## src/rtl/bcast_pkg.sv

```systemverilog
package bcast_pkg;
  // True when every bit of a completion vector is set.
  function automatic logic all_set(input logic [63:0] v, input int unsigned n);
    logic r;
    r = 1'b1;
    for (int unsigned k = 0; k < 64; k++) begin
      if (k < n) r = r & v[k];
    end
    return r;
  endfunction
endpackage

```

## src/rtl/bcast_flag_bank.sv

```systemverilog
module bcast_flag_bank #(
  parameter int unsigned N = 4
) (
  input  logic         clk,
  input  logic         rst,
  input  logic         src_send,
  input  logic [N-1:0] dst_ack,
  input  logic         clear,
  output logic [N-1:0] offer,
  output logic [N-1:0] done
);
  logic [N-1:0] taken_q;
  logic [N-1:0] take;

  genvar gi;
  generate
    for (gi = 0; gi < N; gi++) begin : g_cell
      assign offer[gi] = src_send & ~taken_q[gi];
      assign take[gi]  = offer[gi] & dst_ack[gi];
      assign done[gi]  = taken_q[gi] | take[gi];
    end
  endgenerate

  always_ff @(posedge clk) begin
    if (rst || clear) taken_q <= '0;
    else              taken_q <= taken_q | take;
  end


  property flags_hold_chk;
    @(posedge clk) disable iff (rst) !clear |=> ((taken_q & $past(taken_q)) == $past(taken_q));
  endproperty
  flags_hold_a: assert property (flags_hold_chk);


  property no_unoffered_mark_chk;
    @(posedge clk) disable iff (rst) 1'b1 |=> ((taken_q & ~$past(taken_q) & ~$past(offer)) == '0);
  endproperty
  no_unoffered_mark_a: assert property (no_unoffered_mark_chk);


  property clear_empties_chk;
    @(posedge clk) disable iff (rst) clear |=> (taken_q == '0);
  endproperty
  clear_empties_a: assert property (clear_empties_chk);
endmodule

```

## src/rtl/bcast_ack_join.sv

```systemverilog
module bcast_ack_join
  import bcast_pkg::*;
#(
  parameter int unsigned N = 4
) (
  input  logic         src_send,
  input  logic [N-1:0] done,
  output logic         ack
);
  localparam int unsigned W = 64;
  logic [W-1:0] wide;

  always_comb begin
    wide = '0;
    wide[N-1:0] = done;
    ack = src_send & all_set(wide, N);
  end
endmodule

```

## src/rtl/token_bcast.sv

```systemverilog
module token_bcast #(
  parameter int unsigned N  = 4,
  parameter int unsigned DW = 16
) (
  input  logic          clk,
  input  logic          rst,
  input  logic          src_send,
  input  logic [DW-1:0] src_data,
  output logic          src_ack,
  output logic [N-1:0]  dst_send,
  output logic [DW-1:0] dst_data,
  input  logic [N-1:0]  dst_ack
);
  assign dst_data = src_data;

  generate
    if (N == 1) begin : g_single
      assign dst_send = src_send;
      assign src_ack  = src_send & dst_ack[0];
    end else begin : g_multi
      logic [N-1:0] done;
      logic         ack_all;

      bcast_flag_bank #(.N(N)) flags_i (
        .clk(clk), .rst(rst), .src_send(src_send), .dst_ack(dst_ack),
        .clear(ack_all), .offer(dst_send), .done(done)
      );

      bcast_ack_join #(.N(N)) join_i (
        .src_send(src_send), .done(done), .ack(ack_all)
      );

      assign src_ack = ack_all;
    end
  endgenerate


  property ack_needs_all_chk;
    @(posedge clk) disable iff (rst) src_ack |-> (src_send && ((dst_ack | ~dst_send) == '1));
  endproperty
  ack_needs_all_a: assert property (ack_needs_all_chk);


  property rearm_after_ack_chk;
    @(posedge clk) disable iff (rst) src_ack |=> (dst_send == {N{src_send}});
  endproperty
  rearm_after_ack_a: assert property (rearm_after_ack_chk);


  property idle_no_offer_chk;
    @(posedge clk) disable iff (rst) !src_send |-> (dst_send == '0);
  endproperty
  idle_no_offer_a: assert property (idle_no_offer_chk);
endmodule

```

## config.mk

```make
export PLATFORM = sky130hd
export DESIGN_NAME = token_bcast
export DESIGN_NICKNAME = d
export VERILOG_FILES = /design/src/rtl/bcast_pkg.sv /design/src/rtl/bcast_flag_bank.sv /design/src/rtl/bcast_ack_join.sv /design/src/rtl/token_bcast.sv
export SDC_FILE = /design/constraint.sdc
export NUM_CORES = 1
export LEC_CHECK = 0
export ABC_AREA = 1
export ABC_CLOCK_PERIOD_IN_PS = 900
export BUFFER_PORTS_ARGS = -buffer_cell sky130_fd_sc_hd__buf_2
export CAP_MARGIN = 20
export CORE_AREA = 8 8 45 47
export CTS_BUF_LIST = sky130_fd_sc_hd__clkbuf_8
export DETAILED_ROUTE_END_ITERATION = 8
export DIE_AREA = 0 0 53 55
export GPL_ROUTABILITY_DRIVEN = 0
export PLACE_DENSITY = 0.77
export SLEW_MARGIN = 20
export SYNTH_ARGS = -nofsm -noshare
export SYNTH_HDL_FRONTEND = slang
export SYNTH_SLANG_ARGS = --single-unit
```

## constraint.sdc

```tcl
create_clock -name clk -period 0.9 [get_ports clk]
set_input_delay 0.09 -clock clk [delete_from_list [all_inputs] [get_ports clk]]
set_output_delay 0.09 -clock clk [all_outputs]
set_load 0.02 [all_outputs]
```

# [Word level (Yosys, flattened, before mapping)]
# Cells that the tools add are included.
# Widths: inputs -> output; s select.
[classes] multipliers=0 muxes=0 n_shift=0 n_reduce_logical=1 n_lt_le_gt_ge=0 addsub=0 bitwise_logic=21 div_mod_pow=0 n_eq_ne=0
[ops] cell="$and 1x1->1" count=12
[ops] cell="$not 1->1" count=4
[ops] cell="$or 1x1->1" count=4
[ops] cell="$or 4x4->4" count=1
[ops] cell="$logic_or 1x1->1" count=1
[word_totals] in_bits=23 register_bits=4 latchBits=0 rom_bits=0 n_memories=0 ramBits=0 word_cells=23 out_inout_bits=21

# [Logic depth before layout (Yosys ltp)]
# Gate-level depths: netlist of the first run.
[logic_depth] depth_word=9 depth_mapped=5 mapped_depth_nobuf=5

# [Hierarchy]
# A second synthesis of the first run with hierarchy kept.
[unflattened] cells_unflattened=49 hier_area_um2=320.3
[by_module_without_submodules] module="bcast_flag_bank" cells_per_inst=30 area_per_inst_um2=187.7 instances=1
[by_module_without_submodules] module="token_bcast" cells_per_inst=16 area_per_inst_um2=120.1 instances=1
[by_module_without_submodules] module="bcast_ack_join" cells_per_inst=3 area_per_inst_um2=12.5 instances=1

# [Least setup slack after synthesis of the first run]
# OpenSTA, ideal clock, no wires.
[synth_timing] path_kind="register to output" startpoint="register g_multi.flags_i.taken_q[2]" endpoint="output src_ack" required_ns=0.810 stages_incl_launch_ff=5 arrival_time_ns=0.785 path_buffers=0 setup_slack_ns=0.025 path_cell_list="dfxtp_1 inv_1 nand2_2 nand3_2 nor2_1"
[synth_via] elab_chain_cells=7
[synth_rtl] item="start, declared" line_no="bcast_flag_bank.sv:12" text="logic [N-1:0] taken_q;"
[synth_rtl] item="start signal, assigned" line_no="bcast_flag_bank.sv:26" text="else taken_q <= taken_q | take;"
[synth_rtl] item="$not 1->1" line_no="bcast_flag_bank.sv:18" text="assign offer[gi] = src_send & ~taken_q[gi];"
[synth_rtl] item="$and 1x1->1" line_no="bcast_flag_bank.sv:18"
[synth_rtl] item="$and 1x1->1" line_no="bcast_flag_bank.sv:19" text="assign take[gi] = offer[gi] & dst_ack[gi];"
[synth_rtl] item="$or 1x1->1 *" line_no="bcast_flag_bank.sv:20" text="assign done[gi] = taken_q[gi] | take[gi];"
[synth_rtl] item="$and 1x1->1 * (2 in series)" line_no="bcast_pkg.sv:7" text="if (k < n) r = r & v[k];"
[synth_rtl] item="$and 1x1->1 *" line_no="bcast_ack_join.sv:16" text="ack = src_send & all_set(wide, N);"
[synth_rtl] item="end, declared" line_no="token_bcast.sv:9" text="output logic src_ack,"
# Mark *: on every way between the ends. The rest lies on a longest branch, timed or not.

# [Worst setup path in the final report of the first run]
[layout_timing] startpoint="register g_multi.flags_i.taken_q[3]" endpoint="output src_ack"
[layout_via] elab_chain_cells=6
[layout_rtl] item="$not 1->1" line_no="bcast_flag_bank.sv:18"
[layout_rtl] item="$and 1x1->1" line_no="bcast_flag_bank.sv:18"
[layout_rtl] item="$and 1x1->1" line_no="bcast_flag_bank.sv:19"
[layout_rtl] item="$or 1x1->1 *" line_no="bcast_flag_bank.sv:20"
[layout_rtl] item="$and 1x1->1 *" line_no="bcast_pkg.sv:7"
[layout_rtl] item="$and 1x1->1 *" line_no="bcast_ack_join.sv:16"
# Marked as above.

==> results.md, run 1 <==
- Pre-antenna DRT Iters: 4
- Vias in the first global route: 263
- DR WL/cell: about 12 um
- Starting DRT DRC Count: 2
- Max reg flops: 4
- Total track usage: 5.35%
- Worst R2R End: g_multi.flags_i.taken_q[0]
- Largest net degree at the start of global routing: 7
- Number of H-tree levels: 1
- Post-route setup slack: -0.176 ns
- Initial Util: 23.2%
- Global route total overflow: 0
- Mapped Cells: between 40 and 50
- Syn nets: between 60 and 70
- # rows: 14
- Met1 wire length: 187 um
- Status: finished with violations
- Worst Setup Path Type: flop to primary output
- Final period util: 120%
- Nets: 73
- CTS buffer count: 3
- Final std cells w/o fill: 64
- WHS Endpoint: g_multi.flags_i.taken_q[1]
- Lkg Pwr: 0.000194 uW
- Synth warnings: 0
- Sequential element share of the synthesized area: 24.9%
- Io pins: 44
- Critical path peak fanout: 2
- Register bit total from synthesis: 4
- Hold Vio Cnt, Final: 0
- Via density per instance: a little over 4
- Clock slew at reported path FFs: 0.03 ns
- Top reg by flops: g_multi.flags_i.taken_q
- Die area: 2920 sq um
- Layout cells sized above 1: 62.5%
- Routed wl met3: 163 um
- Worst min path class: input port to flop
- RSZ-0062 raised after global routing: yes
- PwrDens: 1950 nW/um^2
- Relative slew margins: roughly 87%
- Chip Width: around 53 um
- Yosys cell types: 10
- Post-DP HPWL: about 500 um
- Max layer used: met4
- CTS max path bufs: 2
- WL met2: around 360 um
- Placeable core area: 1380 sq um
- Top-area cell type share of the netlist area: between 30% and 40%
- First-pass GRT wire length: 1040 um
- Post-Place Setup Slack: -0.00609 ns
- Yosys top cell by area: buf_4
- Max IR drop VDD: roughly 0.42 mV
- Top post-synthesis cells by area: buf_4, dfxtp_1, nor2_1
- Root Buffer: clkbuf_8
- Tot Pwr: 712 uW
- CTS sink count: 4
- Final WL: ~740 um
- R2R setup slack: -0.10 ns
- R2R Path Start: g_multi.flags_i.taken_q[3]
- WHS: between 0.15 and 0.2 ns
- Most frequent cells in the layout: nor2_1, buf_4, buf_2, inv_1, dfxtp_2
- Top Registers: g_multi.flags_i.taken_q (4)
- Min-delay src: dst_ack[1]
- Arr. time, crit path: 0.99 ns
- Final ANT Viol Nets: 0
- CP Data Required Time: 0.81 ns
- Worst Setup End Kind: primary output
- Hold path cells: 3
- TritonCTS clock tree: built
- DRC violations left: 0
- Worst path slowest cell: dfxtp_2
- Max Clock Freq: 930 MHz
- Mapped Area: 322 sq um
- Endpoints failing setup: 5
- Setup Skew: 0.00134 ns
- Die height: 55 um
- Area grow syn2layout: 13.6%
- R2R depth: 6
- Vias: between 200 and 300
- Port bufs: 11
- Syn avg cell area: approximately 7.0 sq um
- Clock Latency Late Sink: about 0.21 ns
- Crit-path cells: inv_2, nand2_2, nand3_2, nor2_1, buf_4
- Diode count: 0
- Crit-path max cell delay: 0.32 ns
- Min Clock Period, post-route: between 1 and 1.5 ns
- Initial antenna violation count: 0
- Fin. max-slew vios: 0
- Slew @ Worst Pin: slightly below 0.2 ns
- Failing checks: negative setup slack
- Startpoint types: flop
- MaxCap Viol Count: 0
- Placed Cells: 57
-- worst max-delay path, delay by kind of cell (launching register included) --
kind | cells | cell delay, ns
simple gates | 3 | 0.26
buf+inv | 2 | 0.19
flops | 1 | 0.32
-- worst max path at each step --
| stage | startpoint | endpoint | cells past startpoint |
|---|---|---|---|
| floorplan | g_multi.flags_i.taken_q[2] | src_ack | 4 |
| global placement | g_multi.flags_i.taken_q[1] | src_ack | 3 |
| detailed placement | g_multi.flags_i.taken_q[1] | src_ack | 3 |
| CTS | g_multi.flags_i.taken_q[3] | src_ack | 5 |
| global route | g_multi.flags_i.taken_q[2] | src_ack | 5 |
| finish | g_multi.flags_i.taken_q[3] | src_ack | 5 |
-- per-stage QoR --
stage	TNS [ns]	utilization [%]	instance area [sq um]
finish	-0.547	26.4	365
global route	-0.930	26.4	365
CTS	-0.477	25.0	347
detailed placement	-0.00609	20.0	277
global placement	-0.0121	20.0	277
floorplan	0	-	322
-- where the power goes --
| group | leakage (uW) | switching (uW) | total [uW] | internal, uW |
|---|---|---|---|---|
| Sequential | 0.0000344 | 8.48 | 203 | 195 |
| Clock | 0.0000216 | 86.6 | 371 | 284 |
| Combinational | 0.000138 | 74.0 | 138 | 64.3 |
-- synth_stat cells --
cell type / count
a21oi_1: 1
buf_4: 16
dfxtp_1: 4
inv_1: 7
nand2_1: 3
nand2_2: 3
nand3_2: 1
nor2_1: 9
o21ai_0: 1
o21bai_2: 1
-- area by class of cell --
| cell class | count | area (sq um) |
|---|---|---|
| multi-input combinational | 19 | 97.6 |
| clock buffer | 3 | 41.3 |
| inverter | 7 | 26.3 |
| sequential | 4 | 85.1 |
| timing repair buffer | 15 | 95.1 |
| tap | 16 | 20.0 |
| fill | 162 | 1020 |
-- per-layer routing --
metal | vias up | GRT usage (%)
li1 | 123 | -
met1 | 109 | 3.64
met2 | 22 | 7.23
met3 | 4 | 5.35
met4 | 0 | 7.33
met5 | - | 0
-- logic make-up (layout without fill, tap and decap cells) --
family                 after synthesis  in the layout  share of synthesized area (%)
DFF                                  4              4                           24.9
AOI/OAI and AO/OA                    3              3                           6.61
buffers and inverters               23             25                           45.5
and+or+nand+nor                     16             16                           23.0
-- timing repair --
item                       4_1_cts  5_1_grt
setup buffers                    3        1
cloned                           0        0
pin swaps                        5        2
gates resized for setup          7        5
setup endpoints to repair        1        8
hold buffers                     0        0
Note: power is estimated with default switching activity, not from simulation.
==> run 2, diff against run 1 <==
--- a/config.mk
+++ b/config.mk
@@ -15,6 +15,7 @@
 export DIE_AREA = 0 0 53 55
 export GPL_ROUTABILITY_DRIVEN = 0
 export PLACE_DENSITY = 0.77
+export RECOVER_POWER = 100
 export SLEW_MARGIN = 20
 export SYNTH_ARGS = -nofsm -noshare
 export SYNTH_HDL_FRONTEND = slang
==> results.md, run 2 (same netlist as run 1, synthesis figures left out) <==
- Status: finished with violations (unchanged)
- Failing checks: negative setup slack (unchanged)
- Setup Skew: 0.00134 ns (about the same)
- Final WL: 739 um (was 738 um)
- Lkg Pwr: 0.000192 uW (was 0.000194 uW)
- Diode count: 0 (unchanged)
- TritonCTS clock tree: built (unchanged)
- Worst min path class: input port to flop (unchanged)
- Io pins: 44 (unchanged)
- Crit-path max cell delay: 0.32 ns (about the same)
- Int Pwr: 540 uW (was 543 uW)
- Switching portion of total power: 23.8% (was 23.7%)
- Total track usage: 5.35% (unchanged)
- Min Clock Period, post-route: 1.08 ns (about the same)
- Final ANT Viol Nets: 0 (unchanged)
- Chip Width: 53 um (unchanged)
- Port bufs: 11 (unchanged)
- Worst Setup End Kind: primary output (unchanged)
- Hold Vio Cnt, Final: 0 (unchanged)
- Worst Setup Path Type: flop to primary output (unchanged)
- Number of H-tree levels: 1 (unchanged)
- Flop pwr share: 28.7% (was 28.5%)
- Area grow syn2layout: 12.1% (was 13.6%)
- Initial Util: 23.2% (unchanged)
- Largest net degree at the start of global routing: 7 (unchanged)
- DR WL/cell: 11.5 um (about the same)
- Startpoint types: flop (unchanged)
- Top Registers: g_multi.flags_i.taken_q (4) (unchanged)
- Max Clock Freq: 930 MHz (about the same)
- Fin. max-slew vios: 0 (unchanged)
- Die height: 55 um (unchanged)
- Post-Place Setup Slack: -0.00609 ns (unchanged)
- # rows: 14 (unchanged)
- Commonest non-fill, non-tap cell in the layout: buf_2
- Crit-path cells: inv_2, nand2_2, nand3_2, nor2_1, buf_4 (unchanged)
- Root Buffer: clkbuf_8 (unchanged)
- Starting DRT DRC Count: 2 (unchanged)
- First-pass GRT wire length: 1040 um (unchanged)
- MaxCap Viol Count: 0 (unchanged)
- RSZ-0062 raised after global routing: yes (unchanged)
- Top reg by flops: g_multi.flags_i.taken_q (unchanged)
- Arr. time, crit path: 0.99 ns (about the same)
- Final Cell Area: 360 sq um (was 365 sq um)
- Placed cell areas: 277 sq um (unchanged)
- Pre-antenna DRT Iters: 4 (unchanged)
- Die area: 2920 sq um (unchanged)
- CTS max path bufs: 2 (unchanged)
- CP Buf/Inv Count: 2 (unchanged)
- Clock slew at reported path FFs: 0.03 ns (about the same)
- CP top delay family: flip-flops (unchanged)
- Most frequent cells in the layout: buf_2, nor2_1, buf_4, inv_1, dfxtp_2 (was nor2_1, buf_4, buf_2, inv_1, dfxtp_2)
- Max reg flops: 4 (unchanged)
- Relative slew margins: 86.7% (unchanged)
- CTS buffer count: 3 (unchanged)
- Global route total overflow: 0 (unchanged)
- Critical path peak fanout: 2 (unchanged)
- Placeable core area: 1380 sq um (unchanged)
- Post-route setup slack: -0.176 ns (about the same)
- DRC violations left: 0 (unchanged)
- CTS sink count: 4 (unchanged)
- Combinational power share: 18.9% (was 19.4%)
- Clock Latency Late Sink: 0.21 ns (about the same)
- CP Data Required Time: 0.81 ns (about the same)
- Initial antenna violation count: 0 (unchanged)
- Worst path slowest cell: dfxtp_2 (unchanged)
- Net Sw Power: 169 uW (about the same)
- PwrDens: 1970 nW/um^2 (was 1950 nW/um^2)
- Max IR drop VDD: 0.418 mV (about the same)
- Nets: 73 (unchanged)
- Clk network pwr share: 52.4% (was 52.1%)
- Vias in the first global route: 263 (unchanged)
- Sum of negative setup slack: -0.550 ns (was -0.547 ns)
- Post-DP HPWL: 503 um (unchanged)
- Final period util: 120% (about the same)
- Via density per instance: 4.02 (was 4.03)
- Endpoints failing setup: 5 (unchanged)
- Layout cells sized above 1: 62.5% (unchanged)
- Vias: 257 (was 258)
- Slew @ Worst Pin: 0.197 ns (unchanged)
run 2: cell counts in the layout (fill, tap and decap cells not counted):
No cell type changed its count.
run 2: power groups by stage:
| stage | Combinational [uW] | Sequential (uW) | Clock [uW] |
|---|---|---|---|
| after CTS | 123 | 201 | 379 |
| after floorplan | 172 | 199 | 0 |
| after global routing | 148 | 204 | 401 |
| after detailed placement | 106 | 200 | 0 |
| final | 134 | 203 | 371 |
| after global placement | 104 | 200 | 0 |
run 2: layer usage:
metal / vias up / share of wire [%] / GRT usage (%) / wire length, um
li1: 123 / - / - / -
met1: 108 / 25 / 3.64 / 187
met2: 22 / 49 / 7.23 / 364
met3: 4 / 22 / 5.35 / 163
met4: 0 / 3.1 / 7.33 / 23
met5: - / 0 / 0 / 0
run 2: worst register-to-register path, delay by kind of cell (launching register included):
| kind | cells | cell delay, ns |
|---|---|---|
| AOI/OAI and AO/OA | 1 | 0.17 |
| buffers and inverters | 2 | 0.17 |
| and+or+nand+nor | 3 | 0.21 |
| DFF | 1 | 0.32 |
run 2: through the flow:
stage	std cells	hold slack (ns)	util [%]	total power, uW
4_1_cts	63	0.160	25.0	703
6_report	64	0.162	26.0	708
5_1_grt	64	0.168	26.0	753
2_1_floorplan	46	0.244	-	372
3_3_place_gp	57	0.180	20.0	304
3_5_place_dp	57	0.180	20.0	306
run 2: layout make-up:
type	instances	area (sq um)
Fill cell	164	1020
Multi-Input combinational cell	19	97.6
Timing Repair Buffer	15	90.1
Sequential cell	4	85.1
Clock buffer	3	41.3
Inverter	7	26.3
Tap cell	16	20.0
run 2: final timing paths:
kind | to | slack, ns | startpoint | depth (start not counted)
max reg2reg | g_multi.flags_i.taken_q[0] | -0.10 | g_multi.flags_i.taken_q[3] | 6
max | src_ack | -0.18 | g_multi.flags_i.taken_q[3] | 5
min reg2reg | g_multi.flags_i.taken_q[1] | 0.51 | g_multi.flags_i.taken_q[1] | 2
min | g_multi.flags_i.taken_q[1] | 0.16 | dst_ack[1] | 3
run 2: repair_timing:
item	CTS	global route
gates cloned	0	0
endpoints found under the setup margin	1	8
hold buffers	0	0
setup buffers	3	1
resized for setup	7	5
pin swaps	5	2
